[config.mk]
export PLATFORM = sky130hd
export DESIGN_NAME = bank_guard
export DESIGN_NICKNAME = d
export VERILOG_FILES = /design/src/rtl/bank_guard_pkg.sv /design/src/rtl/bg_key_store.sv /design/src/rtl/bg_mode_track.sv /design/src/rtl/bg_access_check.sv /design/src/rtl/bank_guard.sv
export SDC_FILE = /design/constraint.sdc
export NUM_CORES = 1
export LEC_CHECK = 0
export BUFFER_PORTS_ARGS = -buffer_cell sky130_fd_sc_hd__buf_4
export CAP_MARGIN = 20
export CORE_MARGIN = 8
export CORE_UTILIZATION = 50
export CTS_BUF_LIST = sky130_fd_sc_hd__clkbuf_16
export DETAILED_ROUTE_END_ITERATION = 16
export GPL_ROUTABILITY_DRIVEN = 1
export PLACE_DENSITY = 0.66
export SYNTH_ARGS = -nofsm -noshare
export SYNTH_HDL_FRONTEND = slang
export SYNTH_SLANG_ARGS = --single-unit
[constraint.sdc]
create_clock -name clk -period 2.3 [get_ports clk]
set_clock_uncertainty 0.2 [all_clocks]
set_input_delay 0.575 -clock clk [delete_from_list [all_inputs] [get_ports clk]]
set_output_delay 0.575 -clock clk [all_outputs]
set_load 0.05 [all_outputs]
[src/rtl/bank_guard_pkg.sv]
package bank_guard_pkg;

    typedef enum logic [1:0] {
        EV_NONE = 2'd0,
        EV_CALL = 2'd1,
        EV_RET  = 2'd2,
        EV_IRQ  = 2'd3
    } evt_kind_e;

    // Interrupt and return outrank a call arriving in the same cycle.
    function automatic evt_kind_e resolve_evt(input logic call_s,
                                              input logic ret_s,
                                              input logic irq_s);
        if (irq_s)       return EV_IRQ;
        else if (ret_s)  return EV_RET;
        else if (call_s) return EV_CALL;
        else             return EV_NONE;
    endfunction

endpackage

[src/rtl/bg_key_store.sv]
module bg_key_store #(
    parameter int NUM_BANKS = 16,
    parameter int KEY_W     = 8,
    localparam int BANK_W   = $clog2(NUM_BANKS)
) (
    input  logic                             clk,
    input  logic                             rst_n,
    input  logic                             wr_en,
    input  logic [BANK_W-1:0]                wr_bank,
    input  logic [KEY_W-1:0]                 wr_key,
    output logic [NUM_BANKS-1:0][KEY_W-1:0]  keys_o
);

    typedef struct packed {
        logic [NUM_BANKS-1:0][KEY_W-1:0] keys;
    } store_t;

    store_t st_d, st_q;

    for (genvar b = 0; b < NUM_BANKS; b++) begin : g_bank
        always_comb begin
            st_d.keys[b] = st_q.keys[b];
            if (wr_en && (wr_bank == BANK_W'(b))) begin
                st_d.keys[b] = wr_key;
            end
        end
    end

    always_ff @(posedge clk or negedge rst_n) begin
        if (!rst_n) st_q <= '0;
        else        st_q <= st_d;
    end

    assign keys_o = st_q.keys;

    // an accepted write lands in the addressed bank
    a_r2_write_lands: assert property (@(posedge clk) disable iff (!rst_n)
        wr_en |=> keys_o[$past(wr_bank)] == $past(wr_key));

    // without an accepted write the table holds
    a_r3_table_holds: assert property (@(posedge clk) disable iff (!rst_n)
        !wr_en |=> $stable(keys_o));

endmodule

[src/rtl/bg_mode_track.sv]
module bg_mode_track
    import bank_guard_pkg::*;
#(
    parameter int KEY_W = 8
) (
    input  logic              clk,
    input  logic              rst_n,
    input  logic              prot_en,
    input  evt_kind_e         evt,
    input  logic [KEY_W-1:0]  evt_key,
    input  logic              kw_valid,
    output logic              wr_ok_o,
    output logic              user_o,
    output logic              kw_reject_o
);

    typedef struct packed {
        logic user;
        logic reject;
    } mode_t;

    mode_t md_d, md_q;
    logic  tgt_user;

    assign tgt_user = (evt_key != '0);

    always_comb begin
        md_d        = md_q;
        md_d.reject = kw_valid && md_q.user;
        if (!prot_en) begin
            md_d.user = 1'b0;
        end else begin
            unique case (evt)
                EV_RET, EV_IRQ: md_d.user = tgt_user;
                EV_CALL:        md_d.user = md_q.user || tgt_user;
                default:        md_d.user = md_q.user;
            endcase
        end
    end

    always_ff @(posedge clk or negedge rst_n) begin
        if (!rst_n) md_q <= '0;
        else        md_q <= md_d;
    end

    assign user_o      = md_q.user;
    assign kw_reject_o = md_q.reject;
    assign wr_ok_o     = kw_valid && !md_q.user;

    // disabled protection forces supervisor at the next edge
    a_r4_prot_off_sup: assert property (@(posedge clk) disable iff (!rst_n)
        !prot_en |=> !user_o);

    // only return or interrupt may leave user mode
    a_r9_user_sticky: assert property (@(posedge clk) disable iff (!rst_n)
        (user_o && prot_en && evt != EV_RET && evt != EV_IRQ) |=> user_o);

    // user-mode write gives a reject pulse
    a_r3_reject_pulse: assert property (@(posedge clk) disable iff (!rst_n)
        (kw_valid && user_o) |=> kw_reject_o);

    // supervisor write is never flagged
    a_r2_no_false_reject: assert property (@(posedge clk) disable iff (!rst_n)
        (kw_valid && !user_o) |=> !kw_reject_o);

endmodule

[src/rtl/bg_access_check.sv]
module bg_access_check #(
    parameter int KEY_W = 8
) (
    input  logic              clk,
    input  logic              rst_n,
    input  logic              prot_en,
    input  logic              user_mode,
    input  logic              acc_valid,
    input  logic [KEY_W-1:0]  acc_key,
    input  logic [KEY_W-1:0]  exec_key,
    output logic              grant_o,
    output logic              fault_o
);

    typedef struct packed {
        logic grant;
        logic fault;
    } chk_t;

    chk_t ck_d, ck_q;
    logic same_grp;
    logic allowed;

    assign same_grp = (acc_key != '0) && (acc_key == exec_key);

    always_comb begin
        allowed    = !prot_en || !user_mode || same_grp;
        ck_d.grant = acc_valid && allowed;
        ck_d.fault = acc_valid && !allowed;
    end

    always_ff @(posedge clk or negedge rst_n) begin
        if (!rst_n) ck_q <= '0;
        else        ck_q <= ck_d;
    end

    assign grant_o = ck_q.grant;
    assign fault_o = ck_q.fault;

    // grant and fault never together
    a_r10_excl: assert property (@(posedge clk) disable iff (!rst_n)
        !(grant_o && fault_o));

    // no result without a request
    a_r10_idle_quiet: assert property (@(posedge clk) disable iff (!rst_n)
        !acc_valid |=> !grant_o && !fault_o);

    // supervisor accesses always granted
    a_r8_sup_grant: assert property (@(posedge clk) disable iff (!rst_n)
        (acc_valid && !user_mode) |=> grant_o);

    // user access to supervisor bank faults
    a_r7_sup_bank_fault: assert property (@(posedge clk) disable iff (!rst_n)
        (acc_valid && user_mode && prot_en && acc_key == '0) |=> fault_o && !grant_o);

endmodule

[src/rtl/bank_guard.sv]
module bank_guard
    import bank_guard_pkg::*;
#(
    parameter int NUM_BANKS = 16,
    parameter int KEY_W     = 8,
    localparam int BANK_W   = $clog2(NUM_BANKS)
) (
    input  logic              clk,
    input  logic              rst_n,
    input  logic              prot_en,
    input  logic              kw_valid,
    input  logic [BANK_W-1:0] kw_bank,
    input  logic [KEY_W-1:0]  kw_key,
    input  logic [BANK_W-1:0] exec_bank,
    input  logic              acc_valid,
    input  logic [BANK_W-1:0] acc_bank,
    input  logic              call_stb,
    input  logic              ret_stb,
    input  logic              irq_stb,
    input  logic [BANK_W-1:0] evt_bank,
    output logic              user_mode,
    output logic              acc_grant,
    output logic              acc_fault,
    output logic              kw_reject
);

    logic [NUM_BANKS-1:0][KEY_W-1:0] keys;
    logic                            wr_ok;
    evt_kind_e                       evt;

    assign evt = resolve_evt(call_stb, ret_stb, irq_stb);

    bg_key_store #(.NUM_BANKS(NUM_BANKS), .KEY_W(KEY_W)) u_keys (
        .clk     (clk),
        .rst_n   (rst_n),
        .wr_en   (wr_ok),
        .wr_bank (kw_bank),
        .wr_key  (kw_key),
        .keys_o  (keys)
    );

    bg_mode_track #(.KEY_W(KEY_W)) u_mode (
        .clk         (clk),
        .rst_n       (rst_n),
        .prot_en     (prot_en),
        .evt         (evt),
        .evt_key     (keys[evt_bank]),
        .kw_valid    (kw_valid),
        .wr_ok_o     (wr_ok),
        .user_o      (user_mode),
        .kw_reject_o (kw_reject)
    );

    bg_access_check #(.KEY_W(KEY_W)) u_chk (
        .clk       (clk),
        .rst_n     (rst_n),
        .prot_en   (prot_en),
        .user_mode (user_mode),
        .acc_valid (acc_valid),
        .acc_key   (keys[acc_bank]),
        .exec_key  (keys[exec_bank]),
        .grant_o   (acc_grant),
        .fault_o   (acc_fault)
    );

    // supervisor call into a keyed bank enters user mode
    a_r5_call_enters_user: assert property (@(posedge clk) disable iff (!rst_n)
        (prot_en && !user_mode && call_stb && !ret_stb && !irq_stb
         && keys[evt_bank] != '0) |=> user_mode);

    // return/interrupt to a key-0 bank leaves user mode despite a call
    a_r11_exit_wins: assert property (@(posedge clk) disable iff (!rst_n)
        (prot_en && (ret_stb || irq_stb) && keys[evt_bank] == '0) |=> !user_mode);

endmodule

==> results by group <==
Synthesis
  – Ys async rst share: 1.00
  – Seq/Total Area, Yosys: 0.439
  – Yosys reg bits: 132
  – Post-Synth Simple-Gate Area: 0.0677
  – Synth Area in XOR/XNOR: 0.00815
  – Count leader, synth: dfrtp_1
  – Share of the synthesized area in the top cell type: 0.439
  – Post-synthesis cell type count: 47
  – Main combinational cell family by area after synthesis: multiplexers
  – Synth warnings: 0
  – Post-synth EDFFs: 0
  – Mux share of post-synthesis cell area: 0.417
  – Area leader, netlist: dfrtp_1
  – Synth Area in Adders: 0
  – Syn_area_per_cell: between 10 and 15 um2
  – Synth top cells by count: dfrtp_1 (132), mux2_2 (128), mux4_2 (63)
  – Main synth FF type: dfrtp_1
  – Mapped Nets: 558
  – Mapped cell area: between 7000 and 8000 um2
  – Synth area leaders: dfrtp_1 (44%), mux2_2 (19%), mux4_2 (19%), mux2i_1 (2.7%), nor4_1 (2.1%)
  – Post-synthesis compound-gate area fraction: 0.0421
  – Cells after Synth: about 530

Global routing
  – Total global routing overflow: 0
  – Initial antenna violation count: 0
  – Total track usage: 0.256
  – Vias in the first global route: 6198
  – First-pass GRT wire length: roughly 37000 um
  – Largest net degree at the start of global routing: 87

Pwr
  – Pwr per Cell Area: ~960 nW/um2
  – Peak VDD IR: roughly 0.53 mV
  – Pleak: around 4.3 nW

Final layout
  – Area Growth Syn to Fin: 30.5%
  – # diodes: 0
  – Area of the multi-input gates: 4150 um2
  – Post-Layout Cell Count: just under 900
  – Final #Nets: a little over 700
  – Reg area: roughly 3300 um2
  – Share of cells above drive strength 1: 0.590
  – Fill cell count: 1094

Floorplan
  – Starting Density: 0.502
  – Die Y: 139 um
  – Core area: about 15000 um2
  – Die ar.: around 19000 um2
  – Row cnt: 45
  – Top Ports: 36
  – Die X: about 140 um

Clocking
  – CTS sink count: around 130
  – Clock Pin Slew Worst Setup and Hold Paths: ~60 ps
  – CTS buffer count: 17
  – Clock buffer depth: 2
  – CTS tree: done
  – H-tree depth: 4
  – Root Driver: clkbuf_16
  – Clk_lat worst skew: approximately 430 ps
  – Hold buffer count at cts: 0

Worst setup path
  – Startpoint types: flop
  – Critical path required time: between 2000 and 2500 ps
  – Most used cell, CP: mux4_2
  – Worst path arrival time: ~2700 ps
  – Worst-path fanout max: 4
  – Slowest stage cell, crit path: mux4_2
  – Crit end category: flop
  – CP top delay family: multiplexers
  – CP Class: flop to flop
  – WP buf/inv: 0
  – CP peak stage delay: approximately 530 ps
  – CP cell instances: mux4_2 -> mux4_2 -> xnor2_2 -> nand3_2 -> a2111oi_4 -> a31o_1

Placed design
  – PortBufs: 35
  – Global placer's final weighted congestion: about 0.94
  – Pre-CTS WS: -892 ps
  – DP Cell Count: roughly 850
  – DPL Wire Length: ~18000 um

Status
  – Violated checks: negative hold slack, negative setup slack
  – Status: complete, but fails checks

Timing
  – Final setup fails: 2
  – Final setup margin: -246 ps
  – Worst-Margin Slew: 593 ps
  – Fin. max-slew vios: 0
  – RSZ-0062 raised after global routing: true
  – Hold slack final: -34.1 ps
  – Post-route setup TNS: -489 ps
  – Worst slew margin: 0.604
  – Crit share post-route: 1.11
  – Highest clock rate: 393 MHz
  – Fin crit period: 2550 ps
  – Final hold violations: 29

Drt
  – Routed WL: 23700 um
  – Vias: between 5000 and 6000
  – DRC viols: 0
  – Wirelength per Cell: 26.7 um
  – Drt pass-1 iters: 6
  – DR vias/cell: around 6.5
  – Starting DRT DRC Count: approximately 660
  – ANT nets after route: 0

Run
  – Max-cap violations: 0

Min path
  – Hold Path Class: input pin to asynchronous set/reset pin
## per-layer routing
metal | vias up | GRT usage | routed length [um]
met3 | 57 | 0.0620 | 1590
met1 | 3047 | 0.332 | 9930
li1 | 2424 | - | -
met2 | 286 | 0.405 | 11500
met4 | 0 | 0.108 | 714
met5 | - | 0 | 0
## flip-flops by register name, summed over array words and instances (netlist names)
signal and flops:
u_keys.keys_o 128, u_chk.fault_o 1, u_chk.grant_o 1, u_mode.kw_reject_o 1, u_mode.user_o 1
## final cells by class
type,instances,share of cell area
clock buffers,17,0.0433
well taps,188,0.0239
inverters,1,0.000382
repair buffers,178,0.156
clock inverters,15,0.0176
flip-flops and latches,132,0.337
multi-input cells,357,0.422
## stage by stage
| stage | util | total power, mW | hold slack [ps] | cell area (um2) |
|---|---|---|---|---|
| global route | 0.656 | 9.77 | 3.17 | 9820 |
| floorplan | - | 4.99 | 79.4 | 7600 |
| finish | 0.656 | 9.41 | -34.1 | 9820 |
| detailed placement | 0.602 | 6.42 | 341 | 9010 |
| global placement | 0.602 | 6.30 | 333 | 9010 |
| CTS | 0.655 | 9.35 | 12.6 | 9810 |
## where the power goes
group	total [mW]	internal, mW	switching (mW)	leakage [nW]
registers	3.55	2.93	0.616	1.64
logic	3.07	1.82	1.25	2.36
clock network	2.79	1.78	1.01	0.299
## final timing paths
path	from	end	slack, ps	cells after the start
min reg2reg	u_keys.keys_o[67]	u_keys.keys_o[67]	350	1
min in group clk	kw_valid	u_mode.kw_reject_o	170	2
max	u_keys.keys_o[50]	u_chk.grant_o	-250	6
max reg2reg	u_keys.keys_o[50]	u_chk.grant_o	-250	6
min	rst_n	u_chk.fault_o	-30	2
max in group asynchronous	rst_n	u_keys.keys_o[117]	1430	2
## logic make-up (layout without fill, tap and decap cells)
group,after synthesis,after routing
AO/OA/AOI/OAI,42,42
XOR/XNOR,7,7
buffers and inverters,37,211
flip-flops,132,132
multiplexers,214,214
AND/OR/NAND/NOR,94,94
## layout by cell type (no fill, tap or decap), drive strengths merged, types with 2 or more instances in the layout
cell      synthesis  final
a2111oi           2      2
a211oi            3      3
a21boi            2      2
a21oi             5      5
a221oi            8      8
a22oi             4      4
a311oi            3      3
and2              2      2
and3              2      2
buf              15    178
bufinv            0      4
clkbuf           21     17
clkinv            0      6
clkinvlp          0      2
dfrtp           132    132
inv               1      4
mux2            128    128
mux2i            20     20
mux4             66     66
nand2            19     19
nand3             7      7
nor2             10     10
nor2b             8      8
nor3             10     10
nor4             25     25
o211ai            3      3
o21ai             4      4
or4               5      5
xor2              6      6
## repair_timing
action | 4_1_cts | 5_1_grt
gates cloned | 2 | 0
setup endpoints to repair | 3 | 3
setup buffers | 3 | 0
endpoints found under the hold margin | 0 | 0
pin swaps | 5 | 2
resized for setup | 25 | 3
(Power assumes the default switching activity.)
